**config.mk**
```make
export PLATFORM = sky130hd
export DESIGN_NAME = async_sram_ctrl
export DESIGN_NICKNAME = d
export VERILOG_FILES = /design/src/rtl/sram_ctl_pkg.sv /design/src/rtl/sram_cyc_timer.sv /design/src/rtl/sram_seq_fsm.sv /design/src/rtl/sram_rd_capture.sv /design/src/rtl/async_sram_ctrl.sv
export SDC_FILE = /design/constraint.sdc
export NUM_CORES = 1
export LEC_CHECK = 0
export ABC_CLOCK_PERIOD_IN_PS = 4300
export CORE_ASPECT_RATIO = 1.4
export CORE_MARGIN = 2
export CORE_UTILIZATION = 47
export DETAILED_ROUTE_END_ITERATION = 6
export GPL_TIMING_DRIVEN = 0
export PLACE_DENSITY = 0.92
export REMOVE_ABC_BUFFERS = 1
export SETUP_SLACK_MARGIN = 0.05
export SLEW_MARGIN = 20
export SYNTH_ARGS = -nofsm -noshare
export SYNTH_HDL_FRONTEND = slang
export SYNTH_HIERARCHICAL = 1
export SYNTH_SLANG_ARGS = --single-unit
```
**constraint.sdc**
```tcl
create_clock -name clk -period 4.3 [get_ports clk]
set_clock_uncertainty 0.2 [all_clocks]
set_input_delay 0.645 -clock clk [delete_from_list [all_inputs] [get_ports clk]]
set_output_delay 0.645 -clock clk [all_outputs]
set_load 0.005 [all_outputs]
```
**src/rtl/sram_ctl_pkg.sv**
```systemverilog
package sram_ctl_pkg;

    localparam int DEF_ADDR_W = 15;
    localparam int DEF_DATA_W = 8;

    function automatic int ns2cyc(input int ns, input int period_ns);
        int c;
        c = (ns + period_ns - 1) / period_ns;
        return (c < 1) ? 1 : c;
    endfunction

    function automatic int imax(input int a, input int b);
        return (a > b) ? a : b;
    endfunction

    typedef enum logic [2:0] {
        ST_IDLE   = 3'd0,
        ST_TURN   = 3'd1,
        ST_WSETUP = 3'd2,
        ST_WPULSE = 3'd3,
        ST_WHOLD  = 3'd4,
        ST_RACC   = 3'd5
    } seq_state_t;

    typedef struct packed {
        logic cs_n;
        logic we_n;
        logic oe_n;
        logic drv;
    } strobe_t;

    localparam strobe_t STB_QUIET = '{cs_n: 1'b1, we_n: 1'b1, oe_n: 1'b1, drv: 1'b0};

    function automatic strobe_t strobe_of(input seq_state_t s);
        strobe_t r;
        r = STB_QUIET;
        case (s)
            ST_WSETUP: r = '{cs_n: 1'b0, we_n: 1'b1, oe_n: 1'b1, drv: 1'b0};
            ST_WPULSE: r = '{cs_n: 1'b0, we_n: 1'b0, oe_n: 1'b1, drv: 1'b1};
            ST_WHOLD:  r = '{cs_n: 1'b0, we_n: 1'b1, oe_n: 1'b1, drv: 1'b1};
            ST_RACC:   r = '{cs_n: 1'b0, we_n: 1'b1, oe_n: 1'b0, drv: 1'b0};
            default:   r = STB_QUIET;
        endcase
        return r;
    endfunction

endpackage

```
**src/rtl/sram_cyc_timer.sv**
```systemverilog
module sram_cyc_timer #(
    parameter int CNT_W = 3
) (
    input  logic             clk,
    input  logic             rst,
    input  logic             load,
    input  logic [CNT_W-1:0] load_val,
    output logic             done
);
    logic [CNT_W-1:0] cnt_q;

    always_ff @(posedge clk) begin
        if (rst) begin
            cnt_q <= '0;
        end else if (load) begin
            cnt_q <= load_val;
        end else if (cnt_q != '0) begin
            cnt_q <= cnt_q - 1'b1;
        end
    end

    assign done = (cnt_q == '0);
endmodule

```
**src/rtl/sram_seq_fsm.sv**
```systemverilog
module sram_seq_fsm
    import sram_ctl_pkg::*;
#(
    parameter int CNT_W  = 3,
    parameter int RD_CYC = 5,
    parameter int SU_CYC = 1,
    parameter int WP_CYC = 4,
    parameter int HD_CYC = 1
) (
    input  logic             clk,
    input  logic             rst,
    input  logic             req_fire,
    input  logic             req_write,
    input  logic             t_done,
    output logic             t_load,
    output logic [CNT_W-1:0] t_val,
    output logic             ready,
    output logic             cap_en,
    output logic             cs_n,
    output logic             we_n,
    output logic             oe_n,
    output logic             drv
);
    localparam logic [CNT_W-1:0] RD_LD = CNT_W'(RD_CYC - 1);
    localparam logic [CNT_W-1:0] SU_LD = CNT_W'(SU_CYC - 1);
    localparam logic [CNT_W-1:0] WP_LD = CNT_W'(WP_CYC - 1);
    localparam logic [CNT_W-1:0] HD_LD = CNT_W'(HD_CYC - 1);

    seq_state_t state_q, state_d;
    logic       last_rd_q;
    strobe_t    stb_q;

    always_comb begin
        state_d = state_q;
        t_load  = 1'b0;
        t_val   = '0;
        cap_en  = 1'b0;
        case (state_q)
            ST_IDLE: begin
                if (req_fire) begin
                    if (!req_write) begin
                        state_d = ST_RACC;
                        t_load  = 1'b1;
                        t_val   = RD_LD;
                    end else if (last_rd_q) begin
                        state_d = ST_TURN;
                    end else begin
                        state_d = ST_WSETUP;
                        t_load  = 1'b1;
                        t_val   = SU_LD;
                    end
                end
            end
            ST_TURN: begin
                state_d = ST_WSETUP;
                t_load  = 1'b1;
                t_val   = SU_LD;
            end
            ST_WSETUP: begin
                if (t_done) begin
                    state_d = ST_WPULSE;
                    t_load  = 1'b1;
                    t_val   = WP_LD;
                end
            end
            ST_WPULSE: begin
                if (t_done) begin
                    state_d = ST_WHOLD;
                    t_load  = 1'b1;
                    t_val   = HD_LD;
                end
            end
            ST_WHOLD: begin
                if (t_done) state_d = ST_IDLE;
            end
            ST_RACC: begin
                if (t_done) begin
                    state_d = ST_IDLE;
                    cap_en  = 1'b1;
                end
            end
            default: state_d = ST_IDLE;
        endcase
    end

    always_ff @(posedge clk) begin
        if (rst) begin
            state_q   <= ST_IDLE;
            last_rd_q <= 1'b0;
            stb_q     <= STB_QUIET;
        end else begin
            state_q <= state_d;
            stb_q   <= strobe_of(state_d);
            if (req_fire) last_rd_q <= !req_write;
        end
    end

    assign ready = (state_q == ST_IDLE);
    assign cs_n  = stb_q.cs_n;
    assign we_n  = stb_q.we_n;
    assign oe_n  = stb_q.oe_n;
    assign drv   = stb_q.drv;
endmodule

```
**src/rtl/sram_rd_capture.sv**
```systemverilog
module sram_rd_capture #(
    parameter int DATA_W = 8
) (
    input  logic              clk,
    input  logic              rst,
    input  logic              cap_en,
    input  logic [DATA_W-1:0] dq_in,
    output logic              rd_valid,
    output logic [DATA_W-1:0] rd_data
);
    always_ff @(posedge clk) begin
        if (rst) begin
            rd_valid <= 1'b0;
            rd_data  <= '0;
        end else begin
            rd_valid <= cap_en;
            if (cap_en) rd_data <= dq_in;
        end
    end
endmodule

```
**src/rtl/async_sram_ctrl.sv**
```systemverilog
module async_sram_ctrl
    import sram_ctl_pkg::*;
#(
    parameter int ADDR_W        = DEF_ADDR_W,
    parameter int DATA_W        = DEF_DATA_W,
    parameter int CLK_PERIOD_NS = 4,
    parameter int T_RC_NS       = 20,
    parameter int T_AA_NS       = 20,
    parameter int T_WC_NS       = 20,
    parameter int T_WP_NS       = 15,
    parameter int T_AS_NS       = 0,
    parameter int T_WR_NS       = 0
) (
    input  logic              clk,
    input  logic              rst,
    input  logic              req_valid,
    output logic              req_ready,
    input  logic              req_write,
    input  logic [ADDR_W-1:0] req_addr,
    input  logic [DATA_W-1:0] req_wdata,
    output logic              rd_valid,
    output logic [DATA_W-1:0] rd_data,
    output logic              sram_cs_n,
    output logic              sram_we_n,
    output logic              sram_oe_n,
    output logic [ADDR_W-1:0] sram_addr,
    output logic [DATA_W-1:0] sram_dq_out,
    input  logic [DATA_W-1:0] sram_dq_in,
    output logic              sram_dq_oe
);
    localparam int RD_CYC = imax(ns2cyc(T_AA_NS, CLK_PERIOD_NS), ns2cyc(T_RC_NS, CLK_PERIOD_NS));
    localparam int SU_CYC = ns2cyc(T_AS_NS, CLK_PERIOD_NS);
    localparam int WP_CYC = ns2cyc(T_WP_NS, CLK_PERIOD_NS);
    localparam int HD_CYC = imax(ns2cyc(T_WR_NS, CLK_PERIOD_NS),
                                 ns2cyc(T_WC_NS, CLK_PERIOD_NS) - SU_CYC - WP_CYC);
    localparam int MAX_CYC = imax(imax(RD_CYC, SU_CYC), imax(WP_CYC, HD_CYC));
    localparam int CNT_W   = $clog2(MAX_CYC + 1);

    logic             fire;
    logic             t_load, t_done, cap_en;
    logic [CNT_W-1:0] t_val;
    logic [ADDR_W-1:0] addr_q;
    logic [DATA_W-1:0] wdata_q;

    assign fire = req_valid && req_ready;

    always_ff @(posedge clk) begin
        if (rst) begin
            addr_q  <= '0;
            wdata_q <= '0;
        end else if (fire) begin
            addr_q  <= req_addr;
            wdata_q <= req_wdata;
        end
    end

    assign sram_addr   = addr_q;
    assign sram_dq_out = wdata_q;

    sram_cyc_timer #(.CNT_W(CNT_W)) u_timer (
        .clk      (clk),
        .rst      (rst),
        .load     (t_load),
        .load_val (t_val),
        .done     (t_done)
    );

    sram_seq_fsm #(
        .CNT_W  (CNT_W),
        .RD_CYC (RD_CYC),
        .SU_CYC (SU_CYC),
        .WP_CYC (WP_CYC),
        .HD_CYC (HD_CYC)
    ) u_fsm (
        .clk       (clk),
        .rst       (rst),
        .req_fire  (fire),
        .req_write (req_write),
        .t_done    (t_done),
        .t_load    (t_load),
        .t_val     (t_val),
        .ready     (req_ready),
        .cap_en    (cap_en),
        .cs_n      (sram_cs_n),
        .we_n      (sram_we_n),
        .oe_n      (sram_oe_n),
        .drv       (sram_dq_oe)
    );

    sram_rd_capture #(.DATA_W(DATA_W)) u_cap (
        .clk      (clk),
        .rst      (rst),
        .cap_en   (cap_en),
        .dq_in    (sram_dq_in),
        .rd_valid (rd_valid),
        .rd_data  (rd_data)
    );
endmodule

```
After elaboration in Yosys (flattened, before gate mapping)
Cells that the tools add are included.
{"block": "totals", "reg_bits": 43, "latchBits": 0, "mem_count": 0, "out_inout_bits": 37, "romBits": 0, "ram_bits": 0, "wordCells": 49, "inputBits": 35}
{"block": "classes", "shift": 0, "addsub": 1, "mul": 0, "magnitude_cmp": 0, "reduce_logical": 8, "div": 0, "n_eq_ne": 9, "muxes": 20, "n_bitwise": 0}
{"cell": "two-way mux 3 bit", "count": 9}
{"cell": "case mux 4 bit (4 select lines)", "count": 1}
{"cell": "case mux 3 bit (5 select lines)", "count": 1}
{"cell": "equality test 3 x 2 -> 1 bit, second input constant", "count": 4}
{"cell": "equality test 3 bit, second input constant", "count": 4}
{"cell": "logical NOT 3 bit", "count": 2}
{"cell": "case mux 3 bit (2 select lines)", "count": 1}
{"cell": "two-way mux 1 bit", "count": 5}
{"cell": "two-way mux 2 bit", "count": 2}
{"cell": "OR reduction 2 bit", "count": 2}
{"cell": "equality test 3 x 1 -> 1 bit, second input constant", "count": 1}
{"cell": "case mux 1 bit (3 select lines)", "count": 1}
{"cell": "nonzero test 3 bit", "count": 1}
{"cell": "subtractor 3 x 1 -> 3 bit, second input constant", "count": 1}
{"cell": "nonzero test 2 bit", "count": 1}
{"cell": "logical AND 1 bit", "count": 1}
{"cell": "logical NOT 1 bit", "count": 1}

Logic depth before layout (Yosys ltp)
{"block": "logic_depth", "word_depth": 6, "ltp_mapped": 10, "ltp_nobuf": 8}

By module
Netlist, hierarchy kept.
{"mod": "async_sram_ctrl", "cells_per_inst": 105, "n_inst": 1, "area_per_inst_um2": 1038.5, "seq_area_each_um2": 460.4}
{"mod": "sram_seq_fsm", "cells_per_inst": 43, "n_inst": 1, "area_per_inst_um2": 394.1, "seq_area_each_um2": 160.2}
{"mod": "sram_rd_capture", "cells_per_inst": 28, "n_inst": 1, "area_per_inst_um2": 312.8, "seq_area_each_um2": 180.2}
{"mod": "sram_cyc_timer", "cells_per_inst": 22, "n_inst": 1, "area_per_inst_um2": 206.4, "seq_area_each_um2": 60.1}

Worst setup path before layout
No wires, ideal clock.
{"block": "synth_path", "kind": "reg2reg", "startpoint": "register u_fsm.state_q[2]", "endpoint": "register u_timer.cnt_q[1]", "period_less_slack_ps": 2764, "t_arrival_ps": 2452, "stages_incl_launch_ff": 10, "slack_ps": 1536, "path_cell_list": "dfxtp_1 > buf_2 > nor3_1 > buf_6 > buf_2 > and2_1 > a211oi_1 > a211oi_1 > nor2b_1 > a2111oi_1"}
{"block": "synth_between", "elab_chain_len": 5}
{"element": "start: declaration", "line_no": "sram_seq_fsm.sv:29", "text": "seq_state_t state_q, state_d;"}
{"element": "start signal: assignment", "line_no": "sram_seq_fsm.sv:92", "text": "state_q <= state_d;"}
{"element": "logical NOT 3 bit (*)", "line_no": "sram_seq_fsm.sv:98", "text": "assign ready = (state_q == ST_IDLE);"}
{"element": "via req_ready", "line_no": "async_sram_ctrl.sv:17", "text": "output logic req_ready,"}
{"element": "logical AND 1 bit (*)", "line_no": "async_sram_ctrl.sv:45", "text": "assign fire = req_valid && req_ready;"}
{"element": "via fire", "line_no": "async_sram_ctrl.sv:39", "text": "logic fire;"}
{"element": "two-way mux 1 bit (*)", "line_no": "sram_seq_fsm.sv:40", "text": "if (req_fire) begin"}
{"element": "case mux 1 bit (3 select lines) (*)", "line_no": "sram_seq_fsm.sv:38", "text": "case (state_q)"}
{"element": "via t_load", "line_no": "async_sram_ctrl.sv:40", "text": "logic t_load, t_done, cap_en;"}
{"element": "two-way mux 3 bit or nonzero test 2 bit (tied branches)"}
{"element": "end signal: assignment", "line_no": "sram_cyc_timer.sv:16", "text": "cnt_q <= load_val;"}
{"element": "end signal: assignment", "line_no": "sram_cyc_timer.sv:18", "text": "cnt_q <= cnt_q - 1'b1;"}
{"element": "end: declaration", "line_no": "sram_cyc_timer.sv:10", "text": "logic [CNT_W-1:0] cnt_q;"}
The timed path passes the listed nets; every way through them passes the cells marked *.
A chain may end at the register's enable or synchronous reset.

Final worst setup path
{"block": "layout_path", "startpoint": "register u_fsm.state_q[2]", "endpoint": "output port req_ready"}
{"block": "layout_between", "elab_chain_len": 1}
{"element": "logical NOT 3 bit", "line_no": "sram_seq_fsm.sv:98"}
{"element": "end: declaration", "line_no": "async_sram_ctrl.sv:17"}
No other way between the ends.

==> flow_metrics.tcl <==
set metrics [dict create \
    outcome "finished clean" \
    ir_drop_uv 427.6 \
    wl_um 4104 \
    maxSlewHeadroom_pct 44.43 \
    max_cap_viol_count 0 \
    crit_required_ns 3.45 \
    core-area_um2 3953 \
    remaining_drc_errors 0 \
    hold_violations 0 \
    topRoutingLayerUsed "met4" \
    max_stage_delay_ns 0.52 \
    antenna_found_initial 0 \
    cts-resized-gates 0 \
    endpoint "req_ready" \
    viasPerCell 5.340 \
    drt_iter0_drc 81 \
    die_h_um 80.25 \
    yosysMostFrequentCell "dfxtp_1" \
    cp-end-kind "primary output" \
    crit_path_max_fanout 14 \
    slowest_stage "clkdlybuf4s50_1" \
    m1WireLength_um 1747 \
    grt_max_degree 48 \
    p_int_mw 1.002 \
    port_buffers 71 \
    netlist_area_um2 1952 \
    worstSetupStartpointType "flop" \
    synth_seq_cells 43 \
    drv_slew 0 \
    wl_met3_um 333 \
    arrival_ns 2.19 \
    clkSinkCount 43 \
    dp_hpwl_um 2910 \
    ant_nets 0 \
    path_clk_slew_ns 0.08 \
    regToRegSetupSlack_ns 1.46 \
    synth_ff_type "dfxtp_1" \
    combPwrFrac_pct 43.2 \
    async_flop_share_pct 0 \
    yosysSeqAreaShare_pct 44.10 \
    max_freq_ghz 0.3297 \
    r2r-end "u_timer/cnt_q[0]" \
    vias 1634 \
    power_mw 1.507 \
    p_leak_nw 1.009 \
    cts_hold_buf 0 \
    synth_cell_types 37 \
    dieArea_um2 4692 \
    period_share_pct 70.54 \
    finalSetupTns_ns 0 \
    syn_inst 198 \
    dr.pass1.iters 4 \
    drive_gt1_share_pct 12.55 \
    nNetsFinal 299 \
    grt-ovfl-total 0 \
    cts.htree.levels 2 \
    row_count 27 \
    crit_top_cell "buf_4" \
    worstSetupPathType "flop to primary output" \
    path_cells "nor3_2 > buf_4 > buf_4 > clkdlybuf4s50_1" \
    ys_warn_count 6 \
    reg2reg_depth 6 \
    area_growth_pct 40.51 \
    fp.dieW_um 58.47 \
    start_util_pct 49.38 \
    synth_top_cell_area_share_pct 44.10 \
    root_buffer "clkbuf_8" \
    rsz0062_at_grt "no" \
    switching_share_pct 33.49 \
    setup_violations 0 \
    synth_edf_count 0 \
    grt_pass1_wl_um 6410 \
    clockBufferDepth 2 \
    hp-start "u_cap/rd_data[3]" \
    tightest_slew_ns 0.8286 \
    synth_common_cells "dfxtp_1 (43), nand3_1 (23), a21oi_1 (17)" \
    antenna_cells 0 \
    grt_pass1_vias 1517 \
    gp_congestion 0.8521 \
    synth_area_leaders "dfxtp_1 (44%), a21bo_1 (8.2%), nand3_1 (5.9%)" \
    avgSynthCellArea_um2 9.858 \
    tritoncts "yes" \
    p_seq_share_pct 35.8 \
    cts_setup_buffers 0 \
    holdCritPathClass "flop to flop" \
    p_sw_mw 0.5046 \
    power.share.clock_pct 21.1 \
    crit_path_start "u_fsm/state_q[2]" \
    timing.rr.start "u_fsm/state_q[2]" \
    track_usage_pct 17.55 \
    pin_count 72 \
    met2_length_um 2007 \
    routedWlPerCell_um 13.41 \
    fin_crit_ns 3.033 \
    synth_top_area_cell "dfxtp_1" \
    cts_made_buffers 5 \
    clk_latency_ns 0.29 \
    power_density_nw_per_um2 549.5 \
]
==> final cells by class <==
type | instances | area (um2)
inverter | 5 | 18.77
fill | 307 | 1210
clock buffer | 6 | 82.58
timing repair buffer | 75 | 743.2
clock inverter | 2 | 35.03
sequential | 43 | 860.8
multi-input combinational | 132 | 948.4
tap | 43 | 53.80
==> placed cells by master (no fill, tap or decap), drive strengths merged, types with 2 or more instances in the layout <==
cell type and instances:
nand3 23, nor4b 2, buf 6, nand2b 2, nor2b 7, ha 2, a2111oi 2, nand2 5
a211oi 5, clkbuf 6, a21oi 23, mux2i 8, clkdlybuf4s50 69, a21bo 23, inv 5, nor3 3
dfxtp 43, nor2 14
==> worst max-delay path: cells and delay by family (launching register included) <==
family                 cells  cell delay (ns)
buffers and inverters      3             1.02
flip-flops                 1             0.41
AND/OR/NAND/NOR            1             0.47
==> metrics by stage <==
stage	cell area, um2	worst slack (ns)	util, %	hold slack, ns	cells
after floorplan	1818	-0.4443	-	0.2824	180
after global placement	2582	-1.626	65.34	0.2729	294
after detailed placement	2625	1.053	66.41	0.2862	298
after CTS	2743	1.233	69.39	0.3060	306
after global routing	2743	1.123	69.39	0.3445	306
final	2743	1.267	69.39	0.3042	306
==> layer usage <==
layer	vias up	global-route usage, %
met3	2	5.475
met1	751	19.76
li1	818	-
met5	-	0
met2	63	30.45
met4	0	6.279
==> power by group through the flow <==
stage | Sequential, mW | Combinational [mW] | Clock [mW]
4_1_cts | 0.538 | 0.653 | 0.328
5_1_grt | 0.550 | 0.713 | 0.340
6_report | 0.539 | 0.651 | 0.317
3_3_place_gp | 0.541 | 0.604 | 0
2_1_floorplan | 0.541 | 0.371 | 0
3_5_place_dp | 0.546 | 0.651 | 0
==> worst min-delay path by stage <==
| stage | cells after the start | to |
|---|---|---|
| 2_1_floorplan | 2 | u_fsm/last_rd_q |
| 4_1_cts | 2 | u_cap/rd_data[3] |
| 5_1_grt | 2 | u_cap/rd_data[5] |
| 3_3_place_gp | 2 | u_cap/rd_data[2] |
| 6_report | 2 | u_cap/rd_data[3] |
| 3_5_place_dp | 2 | u_cap/rd_data[3] |
==> cells by family (layout without fill, tap and decap cells) <==
kind of cell    Yosys count  count (layout)  share of synthesized area (%)
buf+inv                  23              88                          7.820
xor+xnor                  1               1                         0.4488
mux                       9               9                          4.680
fa+ha+maj                 2               2                          1.282
simple gates             62              62                          16.86
compound gates           58              58                          24.81
flops                    43              43                          44.10
==> sequential cells by signal, summed over array words and instances, names as in the netlist <==
register         flops
sram_addr           15
sram_dq_out          8
u_cap/rd_data        8
u_cap/rd_valid       1
u_fsm/cs_n           1
u_fsm/drv            1
u_fsm/last_rd_q      1
u_fsm/oe_n           1
u_fsm/state_q        3
u_fsm/we_n           1
u_timer/cnt_q        3
No activity file was read; power rests on OpenSTA's default activity.
